File: config.mk
export PLATFORM = sky130hd
export DESIGN_NAME = ptw_walker
export DESIGN_NICKNAME = d
export VERILOG_FILES = /design/src/rtl/ptw_pkg.sv /design/src/rtl/ptw_rst_sync.sv /design/src/rtl/ptw_vclass.sv /design/src/rtl/ptw_idx.sv /design/src/rtl/ptw_perm.sv /design/src/rtl/ptw_walker.sv
export SDC_FILE = /design/constraint.sdc
export NUM_CORES = 1
export LEC_CHECK = 0
export ABC_CLOCK_PERIOD_IN_PS = 4470
export BUFFER_PORTS_ARGS = -buffer_cell sky130_fd_sc_hd__buf_4
export CAP_MARGIN = 10
export CORE_MARGIN = 3
export CORE_UTILIZATION = 25
export CTS_BUF_LIST = sky130_fd_sc_hd__clkbuf_4 sky130_fd_sc_hd__clkbuf_8
export DETAILED_ROUTE_END_ITERATION = 8
export PLACE_DENSITY = 0.49
export SLEW_MARGIN = 20
export SYNTH_ARGS = -nofsm -noshare
export SYNTH_HDL_FRONTEND = slang
export SYNTH_SLANG_ARGS = --single-unit
File: constraint.sdc
create_clock -name clk -period 4.47 [get_ports clk]
set_input_delay 0.2235 -clock clk [delete_from_list [all_inputs] [get_ports clk]]
set_output_delay 0.2235 -clock clk [all_outputs]
set_load 0.01 [all_outputs]
File: src/rtl/ptw_pkg.sv
package ptw_pkg;

  localparam int unsigned ADDR_W = 64;
  localparam int unsigned PTE_W  = 64;
  localparam int unsigned PFN_LO = 32;
  localparam int unsigned PFN_W  = PTE_W - PFN_LO;
  localparam int unsigned NLVL   = 3;

  // entry flag positions (behavioural: decoded by the walk)
  localparam int unsigned B_VALID = 0;
  localparam int unsigned B_FO_LO = 1;   // fault-on read/write/exec at 1..3
  localparam int unsigned B_RDEN  = 8;   // kernel read enable, user at +1
  localparam int unsigned B_WREN  = 12;  // kernel write enable, user at +1

  // access type positions in need/perm vectors
  localparam int unsigned A_RD = 0;
  localparam int unsigned A_WR = 1;
  localparam int unsigned A_EX = 2;

  typedef enum logic [2:0] {
    FLT_ACV = 3'd0,
    FLT_FOR = 3'd1,
    FLT_FOW = 3'd2,
    FLT_FOE = 3'd3,
    FLT_TNV = 3'd4
  } fault_e;

  typedef enum logic [2:0] {
    ST_IDLE, ST_L1, ST_L2, ST_L3, ST_DONE
  } walk_st_e;

  typedef enum logic [2:0] {
    VC_PHYS, VC_BADSIGN, VC_WINDOW, VC_WINDOW_DENY, VC_WALK
  } vclass_e;

  typedef struct packed {
    logic              ok;
    fault_e            fault;
    logic [2:0]        perm;
    logic [ADDR_W-1:0] paddr;
  } result_t;

  function automatic result_t mk_ok(input logic [ADDR_W-1:0] pa, input logic [2:0] pm);
    result_t r;
    r.ok    = 1'b1;
    r.fault = FLT_ACV;
    r.perm  = pm;
    r.paddr = pa;
    return r;
  endfunction

  function automatic result_t mk_fail(input fault_e f);
    result_t r;
    r.ok    = 1'b0;
    r.fault = f;
    r.perm  = '0;
    r.paddr = '0;
    return r;
  endfunction

endpackage

File: src/rtl/ptw_rst_sync.sv
module ptw_rst_sync #(
  parameter int unsigned STAGES = 2
) (
  input  logic clk,
  input  logic rst_n,
  output logic rst_int_n
);
  logic [STAGES-1:0] sync_q;

  always_ff @(posedge clk or negedge rst_n) begin
    if (!rst_n) sync_q <= '0;
    else        sync_q <= {sync_q[STAGES-2:0], 1'b1};
  end

  assign rst_int_n = sync_q[STAGES-1];
endmodule

File: src/rtl/ptw_vclass.sv
module ptw_vclass
  import ptw_pkg::*;
#(
  parameter int unsigned IMPL_BITS = 43,
  parameter int unsigned WIN_LO    = 40
) (
  input  logic [ADDR_W-1:0] vaddr,
  input  logic [1:0]        mode,
  output vclass_e           cls,
  output logic [ADDR_W-1:0] win_paddr
);
  localparam int unsigned TOP_N   = ADDR_W - IMPL_BITS + 1;  // bits IMPL_BITS-1 .. 63 incl. sign copy check
  localparam int unsigned SEL_HI  = IMPL_BITS - 1;
  localparam int unsigned DST_BIT = WIN_LO + 3;

  logic [ADDR_W-IMPL_BITS-1:0] upper;
  logic sign_ok, win_hit;

  assign upper   = vaddr[ADDR_W-1:IMPL_BITS];
  assign sign_ok = (&upper) | ~(|upper);
  assign win_hit = vaddr[ADDR_W-1] & (vaddr[SEL_HI -: 2] == 2'b10);

  always_comb begin
    win_paddr          = '0;
    win_paddr[WIN_LO-1:0] = vaddr[WIN_LO-1:0];
    win_paddr[DST_BIT] = vaddr[WIN_LO];
  end

  always_comb begin
    if (mode[1])          cls = VC_PHYS;
    else if (!sign_ok)    cls = VC_BADSIGN;
    else if (win_hit)     cls = (mode == 2'd0) ? VC_WINDOW : VC_WINDOW_DENY;
    else                  cls = VC_WALK;
  end

  localparam int unsigned UNUSED_TOP = TOP_N;
endmodule

File: src/rtl/ptw_idx.sv
module ptw_idx
  import ptw_pkg::*;
#(
  parameter int unsigned IDX_W = 10
) (
  input  logic [IDX_W*NLVL-1:0] vpn,
  input  logic [1:0]            lvl,
  input  logic [ADDR_W-1:0]     base,
  output logic [ADDR_W-1:0]     entry_addr
);
  localparam int unsigned ENT_SH = 3;

  logic [IDX_W-1:0] idx_arr [NLVL];
  logic [IDX_W-1:0] sel;

  for (genvar g = 0; g < NLVL; g++) begin : g_lvl
    assign idx_arr[g] = vpn[IDX_W*(NLVL-1-g) +: IDX_W];
  end

  always_comb begin
    sel = '0;
    for (int i = 0; i < NLVL; i++) begin
      if (lvl == 2'(i)) sel = idx_arr[i];
    end
  end

  assign entry_addr = base + (ADDR_W'(sel) << ENT_SH);
endmodule

File: src/rtl/ptw_perm.sv
module ptw_perm
  import ptw_pkg::*;
(
  input  logic       user,
  input  logic [2:0] need,
  input  logic [1:0] rd_en,    // {user, kernel}
  input  logic [1:0] wr_en,    // {user, kernel}
  input  logic [2:0] fo_bits,  // {exec, write, read}
  output logic       ok,
  output fault_e     fault,
  output logic [2:0] perm
);
  logic       rd, wr;
  logic [2:0] grant, masked;

  assign rd = rd_en[user];
  assign wr = wr_en[user];

  always_comb begin
    grant       = '0;
    grant[A_RD] = rd;
    grant[A_EX] = rd;
    grant[A_WR] = wr;
  end

  assign masked = grant & ~fo_bits;

  always_comb begin
    ok    = 1'b0;
    fault = FLT_ACV;
    perm  = '0;
    if ((need != 3'b000) && ((grant & need) == 3'b000)) begin
      fault = FLT_ACV;
    end else if ((need != 3'b000) && ((masked & need) == 3'b000)) begin
      if (need[A_EX])      fault = FLT_FOE;
      else if (need[A_WR]) fault = FLT_FOW;
      else                 fault = FLT_FOR;
    end else begin
      ok   = 1'b1;
      perm = masked;
    end
  end
endmodule

File: src/rtl/ptw_walker.sv
module ptw_walker
  import ptw_pkg::*;
#(
  parameter int unsigned IMPL_BITS = 43,
  parameter int unsigned PB        = 13,
  parameter int unsigned IDX_W     = 10,
  parameter int unsigned WIN_LO    = 40
) (
  input  logic              clk,
  input  logic              rst_n,
  input  logic              req_valid,
  output logic              req_ready,
  input  logic [ADDR_W-1:0] req_vaddr,
  input  logic [2:0]        req_need,
  input  logic [1:0]        req_mode,
  input  logic [ADDR_W-1:0] ptbr,
  output logic              mem_req,
  output logic [ADDR_W-1:0] mem_addr,
  input  logic              mem_rvalid,
  input  logic [PTE_W-1:0]  mem_rdata,
  output logic              resp_valid,
  output logic              resp_ok,
  output logic [2:0]        resp_fault,
  output logic [2:0]        resp_perm,
  output logic [ADDR_W-1:0] resp_paddr
);
  localparam int unsigned VPN_W = IDX_W * NLVL;
  localparam int unsigned KEEP_W = PB + VPN_W;

  logic rst_int_n;

  walk_st_e            state_q, state_n;
  logic                wait_q, wait_n;
  logic [KEEP_W-1:0]   vaddr_q;
  logic [2:0]          need_q;
  logic                user_q;
  logic [ADDR_W-1:0]   base_q, base_n;
  result_t             res_q, res_n;
  logic                cap_en, base_en, res_en;

  vclass_e             cls;
  logic [ADDR_W-1:0]   win_paddr;
  logic [1:0]          lvl;
  logic [ADDR_W-1:0]   pte_page;
  logic                p_ok;
  fault_e              p_fault;
  logic [2:0]          p_perm;
  logic                in_walk;

  ptw_rst_sync #(.STAGES(2)) u_rst (
    .clk       (clk),
    .rst_n     (rst_n),
    .rst_int_n (rst_int_n)
  );

  ptw_vclass #(.IMPL_BITS(IMPL_BITS), .WIN_LO(WIN_LO)) u_vclass (
    .vaddr     (req_vaddr),
    .mode      (req_mode),
    .cls       (cls),
    .win_paddr (win_paddr)
  );

  always_comb begin
    unique case (state_q)
      ST_L2:   lvl = 2'd1;
      ST_L3:   lvl = 2'd2;
      default: lvl = 2'd0;
    endcase
  end

  ptw_idx #(.IDX_W(IDX_W)) u_idx (
    .vpn        (vaddr_q[KEEP_W-1:PB]),
    .lvl        (lvl),
    .base       (base_q),
    .entry_addr (mem_addr)
  );

  ptw_perm u_perm (
    .user    (user_q),
    .need    (need_q),
    .rd_en   (mem_rdata[B_RDEN +: 2]),
    .wr_en   (mem_rdata[B_WREN +: 2]),
    .fo_bits (mem_rdata[B_FO_LO +: 3]),
    .ok      (p_ok),
    .fault   (p_fault),
    .perm    (p_perm)
  );

  assign pte_page = ADDR_W'({mem_rdata[PTE_W-1:PFN_LO], {PB{1'b0}}});
  assign in_walk  = (state_q == ST_L1) || (state_q == ST_L2) || (state_q == ST_L3);

  // next state
  always_comb begin
    state_n = state_q;
    wait_n  = wait_q;
    base_n  = base_q;
    res_n   = res_q;
    cap_en  = 1'b0;
    base_en = 1'b0;
    res_en  = 1'b0;
    unique case (state_q)
      ST_IDLE: begin
        if (req_valid) begin
          cap_en  = 1'b1;
          res_en  = 1'b1;
          state_n = ST_DONE;
          unique case (cls)
            VC_PHYS:   res_n = mk_ok(req_vaddr, 3'b111);
            VC_WINDOW: res_n = mk_ok(win_paddr, 3'b111);
            VC_WALK: begin
              res_en  = 1'b0;
              state_n = ST_L1;
              base_n  = ptbr;
              base_en = 1'b1;
              wait_n  = 1'b0;
            end
            default:   res_n = mk_fail(FLT_ACV);
          endcase
        end
      end
      ST_L1, ST_L2, ST_L3: begin
        if (!wait_q) begin
          wait_n = 1'b1;
        end else if (mem_rvalid) begin
          wait_n = 1'b0;
          if (!mem_rdata[B_VALID]) begin
            res_en  = 1'b1;
            res_n   = mk_fail(FLT_TNV);
            state_n = ST_DONE;
          end else if (state_q != ST_L3) begin
            if (!mem_rdata[B_RDEN]) begin
              res_en  = 1'b1;
              res_n   = mk_fail(FLT_ACV);
              state_n = ST_DONE;
            end else begin
              base_en = 1'b1;
              base_n  = pte_page;
              state_n = (state_q == ST_L1) ? ST_L2 : ST_L3;
            end
          end else begin
            res_en  = 1'b1;
            state_n = ST_DONE;
            res_n   = p_ok ? mk_ok(pte_page | ADDR_W'(vaddr_q[PB-1:0]), p_perm)
                           : mk_fail(p_fault);
          end
        end
      end
      ST_DONE: state_n = ST_IDLE;
      default: state_n = ST_IDLE;
    endcase
    if (!rst_int_n) begin
      cap_en  = 1'b0;
      base_en = 1'b0;
      res_en  = 1'b0;
    end
  end

  // control registers
  always_ff @(posedge clk or negedge rst_n) begin
    if (!rst_n) begin
      state_q <= ST_IDLE;
      wait_q  <= 1'b0;
    end else if (!rst_int_n) begin
      state_q <= ST_IDLE;
      wait_q  <= 1'b0;
    end else begin
      state_q <= state_n;
      wait_q  <= wait_n;
    end
  end

  // data registers with explicit enables
  always_ff @(posedge clk) begin
    if (cap_en) begin
      vaddr_q <= req_vaddr[KEEP_W-1:0];
      need_q  <= req_need;
      user_q  <= req_mode[0];
    end
    if (base_en) base_q <= base_n;
    if (res_en)  res_q  <= res_n;
  end

  assign req_ready  = (state_q == ST_IDLE) && rst_int_n;
  assign mem_req    = in_walk && !wait_q;
  assign resp_valid = (state_q == ST_DONE);
  assign resp_ok    = res_q.ok;
  assign resp_fault = res_q.fault;
  assign resp_perm  = res_q.perm;
  assign resp_paddr = res_q.paddr;

endmodule

### Yosys cells after proc, flatten, opt, wreduce, memory -nomap -nowiden

Cells that the tools add are included.

| operators by class | value |
|---|---|
| add/subtract/negate cells | 1 |
| bitwise logic cells | 8 |
| $lt $le $gt $ge | 1 |
| reduce and logical (&&, ||, !) cells | 22 |
| mux-type cells | 74 |
| eq/ne operators | 24 |

Operators by type and width:

| cell | number |
|---|---|
| two-way mux 71 bit | 7 |
| two-way mux 64 bit | 7 |
| case mux 71 bit (3 select lines) | 1 |
| case mux 71 bit (2 select lines) | 1 |
| case mux 64 bit (2 select lines) | 1 |
| adder 64 x 13 -> 64 bit | 1 |
| two-way mux 3 bit | 16 |
| OR 45 x 13 -> 45 bit | 1 |
| two-way mux 1 bit | 32 |
| two-way mux 10 bit | 3 |
| AND reduction 21 bit | 1 |
| OR reduction 21 bit | 1 |
| != test 3 bit (second input constant) | 5 |
| != test 2 bit (second input constant) | 7 |
| zero test 3 bit | 4 |
| bitwise AND 3 bit | 3 |
| equality test 3 x 2 -> 1 bit (second input constant) | 3 |
| AND reduction 9 bit | 1 |
| AND reduction 7 bit | 1 |
| equality test 3 bit (second input constant) | 2 |
| case mux 1 bit (2 select lines) | 3 |
| case mux 3 bit (2 select lines) | 1 |
| AND reduction 3 bit | 2 |
| equality test 2 bit (second input constant) | 2 |
| 19 further kinds | 24 |

| storage, ports and cells | value |
|---|---|
| output and inout bits | 138 |
| register bits | 188 |
| input bits | 201 |
| logic and storage cells | 141 |

### Longest topological paths before layout

Gate-level depths: netlist of the first run.

| logic depth | value |
|---|---|
| depth after elaboration | 14 |
| mapped depth | 16 |
| gate-level depth less buffers | 13 |

### Cells and area by module

Synthesis of the first run repeated with hierarchy kept, for this count alone.

| unflattened totals | value |
|---|---|
| cells, all modules | 860 |
| area total of the unflattened synthesis | 10684.0 um^2 |

By module, submodules not included:

| module | area each (um^2) | times used | sequential area each (um^2) | cells an instance |
|---|---|---|---|---|
| ptw_walker | 7966.4 | 1 | 5565.3 | 460 |
| ptw_idx | 1870.5 | 1 | 0.0 | 282 |
| ptw_vclass | 630.6 | 1 | 0.0 | 88 |
| ptw_perm | 162.7 | 1 | 0.0 | 27 |
| ptw_rst_sync | 53.8 | 1 | 50.0 | 3 |

### Worst setup path after synthesis of the first run

No wires, ideal clock.

| timing | value |
|---|---|
| path kind | input port to flip-flop |
| start | in req_vaddr[54] |
| end | reg base_q[0], enable pin |
| library setup time | 486 ps |
| stages | 6 |
| data required time | 3984 ps |
| arrival | 4042 ps |
| slack | -58 ps |
| path buffers | 0 |
| path through | or4_1 -> nor4_1 -> a41o_1 -> and3_1 -> nor4_1 -> nor2_1 |

| on the way | value |
|---|---|
| longest elaborated chain between the ends | 11 |
| elaborated cells on any way between the ends | 13 |
| those cells by class | eq/ne (2); mux (6); bitwise (2); reduce/logical (3) |

Ends and longest elaborated chain:

| what | RTL line | text |
|---|---|---|
| start, declared | ptw_walker.sv:13 | `input logic [ADDR_W-1:0] req_vaddr,` |
| OR reduction 21 bit | ptw_vclass.sv:20 | `assign sign_ok = (&upper) \| ~(\|upper);` |
| NOT 1 bit | ptw_vclass.sv:20 |  |
| OR 1 bit (*) | ptw_vclass.sv:20 |  |
| two-way mux 3 bit (*) | ptw_vclass.sv:31 | `else if (!sign_ok) cls = VC_BADSIGN;` |
| two-way mux 3 bit (*) | ptw_vclass.sv:30 | `if (mode[1]) cls = VC_PHYS;` |
| equality test 3 bit (*) | ptw_walker.sv:107 | `unique case (cls)` |
| two-way mux 1 bit | ptw_walker.sv:107 |  |
| two-way mux 1 bit | ptw_walker.sv:103 | `if (req_valid) begin` |
| case mux 1 bit (2 select lines) | ptw_walker.sv:101 | `unique case (state_q)` |
| two-way mux 1 bit | ptw_walker.sv:151 | `if (!rst_int_n) begin` |
| AND reduction 9 bit (no line) (*) | n/a |  |
| end signal, assigned | ptw_walker.sv:179 | `if (base_en) base_q <= base_n;` |
| end, declared | ptw_walker.sv:37 | `logic [ADDR_W-1:0] base_q, base_n;` |

Every way passes the cells marked *; elsewhere a longest branch is shown, timed or not.
A chain may end at the register's enable or synchronous reset.

### Final worst setup path of the first run

| timing | value |
|---|---|
| start | reg state_q[1] |
| end | out mem_addr[31] |

| on the way | value |
|---|---|
| longest elaborated chain between the ends | 7 |
| elaborated cells on any way between the ends | 10 |
| those cells by class | add/sub (1); eq/ne (4); mux (4); reduce/logical (1) |

Ends and longest elaborated chain:

| what | RTL line | text |
|---|---|---|
| start, declared | ptw_walker.sv:32 | `walk_st_e state_q, state_n;` |
| start signal, assigned | ptw_walker.sv:167 | `state_q <= state_n;` |
| equality test 3 x 2 -> 1 bit | ptw_walker.sv:64 | `unique case (state_q)` |
| case mux 2 bit (2 select lines) (*) | ptw_walker.sv:64 |  |
| zero test 2 bit | ptw_idx.sv:23 | `if (lvl == 2'(i)) sel = idx_arr[i];` |
| two-way mux 10 bit (2 in a row) | ptw_idx.sv:23 |  |
| two-way mux 10 bit (*) | ptw_idx.sv:23 |  |
| adder 64 x 13 -> 64 bit (*) | ptw_idx.sv:27 | `assign entry_addr = base + (ADDR_W'(sel) << ENT_SH);` |
| end, declared | ptw_walker.sv:18 | `output logic [ADDR_W-1:0] mem_addr,` |

Marks and branches as above.

==> results of run 1 <==
## routing by layer
metal | wire (um) | GRT usage [%] | up-vias
li1 | - | - | 3741
met2 | 16000 | 27.2 | 205
met1 | 14300 | 21.3 | 3723
met3 | 1630 | 3.63 | 28
met4 | 601 | 4.64 | 0
met5 | 0 | 0 | -
## cell usage in the layout (no fill, tap or decap), types with 6 or more instances in the layout
master           n
xor2_1          30
xnor2_1         30
nor4_1           6
a21oi_1         12
and4_1           6
mux2i_1         13
nor2_1          68
nand3_1         20
dlygate4sd3_1  134
o21ai_0         18
nor3_1          12
edfxtp_1       182
nand2_1        130
inv_1            9
clkbuf_8        17
buf_4          327
and2_1          35
ha_1            10
nand4_1         20
and3_1          32
a22oi_1         41
## power by group through the flow
stage	Combinational, mW	Clock (mW)	Sequential (mW)
finish	0.524	1.23	2.02
global route	0.569	1.35	2.03
CTS	0.529	1.29	2.02
detailed placement	0.431	0	2.06
global placement	0.427	0	2.06
floorplan	0.141	0	2.07
## synth_stat cells, drive strengths merged, types with 2 or more instances
cell / count
nor4b: 3
o31ai: 2
xor2: 30
and4: 6
o21a: 4
nand2: 130
or3: 3
a22oi: 41
nor2: 72
edfxtp: 182
nor2b: 4
xnor2: 30
nand4: 22
nand3: 20
and2: 36
or2: 2
nor3: 13
inv: 9
buf: 7
dfrtp: 6
nor3b: 2
a21o: 5
a21oi: 14
nor4: 8
nand4b: 2
ha: 10
clkbuf: 37
and3: 33
a22o: 4
o21ai: 20
mux2i: 13
nand2b: 5
## timing repair
action,CTS,global route
setup endpoints to repair,10,35
buffers inserted,0,0
hold buffers,134,0
endpoints found under the hold margin,123,0
cloned,0,0
gates resized for setup,3,4
## cells by family (layout without fill, tap and decap cells)
group / Yosys count / in the layout / synth area share [%]
other: 1 / 3 / 0.0409
AO/OA/AOI/OAI: 99 / 99 / 7.52
AND/OR/NAND/NOR: 364 / 364 / 20.0
buffers and inverters: 53 / 504 / 2.42
multiplexers: 13 / 13 / 1.42
XOR/XNOR: 60 / 60 / 5.73
flip-flops: 188 / 188 / 61.2
adder cells (fa/ha/maj): 11 / 11 / 1.58
## critical path, stage by stage (launching register included)
cell,delay (ns)
dfrtp_2,0.51
nand2b_2,0.17
buf_4,0.20
o21ai_0,0.39
ha_1,0.36
nor2b_1,0.14
o21ai_0,0.14
nand2b_1,0.11
a31oi_1,0.43
o21a_2,0.37
buf_12,0.17
nor3_1,0.06
xor2_1,0.21
buf_4,0.16
## how the worst min path moves through the flow
stage                            endpoint  slack (ns)  cells past startpoint
after floorplan                state_q[0]       -0.07                      0
after global placement    u_rst.sync_q[0]        0.03                      1
after detailed placement           wait_q        0.04                      1
after CTS                 u_rst.sync_q[0]      0.0006                      2
after global routing           base_q[52]        0.02                      2
final                          base_q[28]        0.04                      3
## per-stage QoR
stage	instances	util [%]	hold slack (ns)	power, mW
after floorplan	789	-	-0.0721	2.21
after global routing	1703	38.8	0.0151	3.94
after detailed placement	1535	33.8	0.0366	2.49
after global placement	1535	33.8	0.0347	2.49
after CTS	1701	38.7	0.000648	3.83
final	1703	38.8	0.0389	3.77
## state kept, by name, summed over array words and instances, names as in the netlist
| name | cells |
|---|---|
| base_q | 64 |
| resp_paddr | 64 |
| vaddr_q | 43 |
| need_q | 3 |
| resp_fault | 3 |
| resp_perm | 3 |
| state_q | 3 |
| u_rst.sync_q | 2 |
| resp_ok | 1 |
| user_q | 1 |
| wait_q | 1 |
## layout make-up
cell class	count	area share [%]
Clock inverter	15	1.41
Timing Repair Buffer	463	27.6
Tap cell	461	4.15
Sequential cell	188	40.5
Inverter	9	0.243
Multi-Input combinational cell	548	24.4
Antenna cell	2	0.0360
Clock buffer	17	1.68
==> impl_metrics.ini, run 1 <==
[place]
dp_slack_ns = 0.512
postPlaceCellArea_um2 = 12100
dp_hpwl_mm = 23.8
io_buffers = 314
place_congestion = 0.838

[timing]
finalSetupViolCount = 0
fin_tns_setup_ns = 0
hold_viol = 0
rsz0062_at_grt = false
fmax_mhz = 241
min_period_over_period_pct = 92.8
worst_pin_slew_ns = 1.02
fin_ws_ns = 0.321
slew_headroom_pct = 31.9
slew_viol_final = 0
period_needed_ns = 4.15
skew_ns = 0.0209

[routing]
drt_iter0_markers = 494
drcViolationCount = 0
num_vias = 7697
wirelength_mm = 32.5
firstDrtPassIters = 5
routed_via_density = 4.52
ant_nets = 0
routedWlPerCell_um = 19.1

[clocking]
cts_made_buffers = 17
clkTransAtPathRegs_ns = 0.12
clock_latency_ns = 0.50
clkSinkCount = 188
clockBufferDepth = 2
cts_root_buf = clkbuf_8
cts_tree = yes
htreeDepth = 4

[critical_path]
critPathMaxFanout = 10
cp_data_arrival_time_ns = 3.93
startpoint_type = register
crit_path_end_kind = primary output
cp-startpoint = state_q[1]
r2r_start = state_q[0]
endpoint = mem_addr[31]
path_class = reg -> out
reg2reg_setup_slack_ns = 1.28
r2r_cells = 7
cp.required_ns = 4.25
r2r_end = base_q[27]

[status]
status = finished, final reports clean

[synthesis]
async_reset_ff_share_pct = 3.19
synth_top_cell_by_area = edfxtp_1
synthFlopType = edfxtp_1
syn-num-nets = 1001
seq_area_frac_synth_pct = 61.2
ys_top_cells_by_area = edfxtp_1, nand2_1, a22oi_1
synth_top_area_share_pct = 59.6
synth_edf_count = 182
synthesis.area_um2 = 9170
syn_area_per_cell_um2 = 11.6
ys_types = 60
ys_ff_latch = 188
yosysWarnings = 0
synthCells = 789

[power_and_ir_drop]
sw_frac_of_total_pct = 26.5
pwr-share-clk_pct = 32.6
switching_power_mw = 1.00
pwr-share-comb_pct = 13.9
power.internal_mw = 2.77
p_leak_nw = 5.66
power_density_nw_per_um2 = 272
ir_worst_vdd_uv = 204
seqPwrFrac_pct = 53.5

[floorplan]
core_um2 = 35800
fp-row-count = 69
die_area_um2 = 39000
die_x_um = 198
io_pins = 339
die_h_um = 198
start_util_pct = 25.6

[worst_hold_path]
hp-class = in -> reg
hp-start = mem_rdata[47]

[global_routing]
gr-total-overflow = 0
antenna_found_initial = 2
grt_max_degree = 69
grt_pass1_wl_mm = 47.8
grt_pass1_vias = 7923
grt_use_total_pct = 16.3

[cells_and_area]
multi_input_comb_area_um2 = 3390
nFillCells = 3522
layout.area.seq_um2 = 5620
drive_gt1_share_pct = 30.8
nets = 1439
area_growth_pct = 51.5
fin_area_um2 = 13900

[flow_run]
cap_violations = 0
Note: power is estimated with default switching activity, not from simulation.
==> run 2: changes to the inputs <==
--- a/config.mk
+++ b/config.mk
@@ -10,7 +10,6 @@
 export CAP_MARGIN = 10
 export CORE_MARGIN = 3
 export CORE_UTILIZATION = 25
-export CTS_BUF_LIST = sky130_fd_sc_hd__clkbuf_4 sky130_fd_sc_hd__clkbuf_8
 export DETAILED_ROUTE_END_ITERATION = 8
 export PLACE_DENSITY = 0.49
 export SLEW_MARGIN = 20
==> impl_metrics.ini, run 2 (same netlist as run 1, synthesis figures left out) <==
[clocking]
cts_root_buf = clkbuf_16
cts_made_buffers = 17
clockBufferDepth = 2
post_cts_buffers = 0
clkSinkCount = 188
cts_tree = yes
htreeDepth = 4
clock_latency_ns = 0.45
clkTransAtPathRegs_ns = 0.08

[status]
status = finished, final reports clean

[floorplan]
die_area_um2 = 39000
io_pins = 339
fp-row-count = 69
core_um2 = 35800
die_x_um = 198
start_util_pct = 25.6
die_h_um = 198

[routing]
routedWlPerCell_um = 19.8
num_vias = 7339
drt_iter0_markers = 445
routed_via_density = 4.54
wirelength_mm = 32.0
ant_nets = 0
drcViolationCount = 0
firstDrtPassIters = 5

[critical_path]
cp.required_ns = 4.25
startpoint_type = register
reg2reg_setup_slack_ns = 1.25
cp-startpoint = state_q[1]
crit_path_end_kind = primary output
r2r_start = state_q[0]
path_class = reg -> out
critPathMaxFanout = 10
r2r_cells = 6
r2r_end = vaddr_q[17]
cp_data_arrival_time_ns = 3.95
endpoint = mem_addr[36]

[global_routing]
grt_use_total_pct = 16.1
gr-total-overflow = 0
antenna_found_initial = 2
grt_pass1_vias = 7576
grt_pass1_wl_mm = 46.7
grt_max_degree = 69

[place]
io_buffers = 314
place_congestion = 0.838
dp_hpwl_mm = 23.8
postPlaceCellArea_um2 = 12100

[worst_hold_path]
hp-class = in -> reg

[power_and_ir_drop]
power_density_nw_per_um2 = 309
ir_worst_vdd_uv = 249
power.internal_mw = 3.05
p_leak_nw = 5.39
switching_power_mw = 1.03
seqPwrFrac_pct = 49.4
pwr-share-clk_pct = 39.3
sw_frac_of_total_pct = 25.3
pwr-share-comb_pct = 11.3

[timing]
finalSetupViolCount = 0
slew_headroom_pct = 31.8
worst_pin_slew_ns = 1.02
hold_viol = 0
slew_viol_final = 0
fmax_mhz = 240
skew_ns = 0.0128
rsz0062_at_grt = false
fin_tns_setup_ns = 0
period_needed_ns = 4.17
min_period_over_period_pct = 93.4

[cells_and_area]
layout_commonest_cell = buf_4
fin_area_um2 = 13200
area_growth_pct = 44.1
layout_common_cells = buf_4, edfxtp_1, nand2_1
drive_gt1_share_pct = 32.9
nets = 1353

[flow_run]
cap_violations = 0
-- run 2: cell count changes in the layout (fill, tap and decap cells not counted) --
cell           change
dlygate4sd3_1     -86
clkbuf_16         +17
nand2b_2           -1
dfrtp_2            -1
dfrtp_1            +1
clkbuf_8          -17
nand2b_1           +1
-- run 2: stage by stage --
stage               cells  hold WS, ns  total power, mW  worst slack [ns]  utilization, %
global placement     1535       0.0347             2.49             0.557            33.8
global route         1617       0.0262             4.26           0.00332            36.9
floorplan             789      -0.0721             2.21             0.752               -
CTS                  1615       0.0155             4.15            0.0101            36.8
finish               1617       0.0485             4.09             0.295            36.9
detailed placement   1535       0.0366             2.49             0.512            33.8
-- run 2: repair_timing --
action / in CTS / in global routing
hold endpoints to repair: 53 / 0
endpoints found under the setup margin: 0 / 42
resized for setup: 0 / 5
hold buffers: 48 / 0
-- run 2: worst min-delay path by stage --
stage	startpoint	end	slack, ns	depth (start not counted)
after detailed placement	rst_n	wait_q	0.04	1
after global placement	rst_n	u_rst.sync_q[0]	0.03	1
after floorplan	rst_n	state_q[0]	-0.07	0
final	ptbr[13]	base_q[13]	0.05	3
after CTS	ptbr[39]	base_q[39]	0.02	3
after global routing	ptbr[18]	base_q[18]	0.03	3
-- run 2: area by class of cell --
| type | count | area, um^2 |
|---|---|---|
| Fill cell | 3567 | 22600 |
| Sequential cell | 188 | 5620 |
| Multi-Input combinational cell | 548 | 3390 |
| Timing Repair Buffer | 377 | 2980 |
| Tap cell | 461 | 577 |
| Clock buffer | 17 | 425 |
| Clock inverter | 15 | 195 |
| Inverter | 9 | 33.8 |
| Antenna cell | 2 | 5.00 |
-- run 2: power groups by stage --
stage	combinational, mW	sequential (mW)	clock (mW)
floorplan	0.141	2.07	0
global placement	0.427	2.06	0
detailed placement	0.431	2.06	0
CTS	0.467	2.02	1.67
global route	0.503	2.02	1.73
finish	0.461	2.02	1.61
-- run 2: layer usage --
layer / track usage [%] / vias to the layer above / wire, um
li1: - / 3573 / -
met1: 21.0 / 3548 / 14000
met2: 26.7 / 195 / 15800
met3: 3.80 / 23 / 1630
met4: 4.95 / 0 / 572
met5: 0 / - / 0
-- run 2: worst max-delay path, cell delays in order (launching register included) --
cell	delay [ns]
dfrtp_2	0.49
nand2b_1	0.24
buf_4	0.24
buf_4	0.16
o21ai_0	0.52
ha_1	0.42
a21oi_1	0.16
o21ai_0	0.13
a21oi_2	0.33
a21oi_4	0.17
and4_1	0.26
xor2_1	0.20
buf_4	0.17
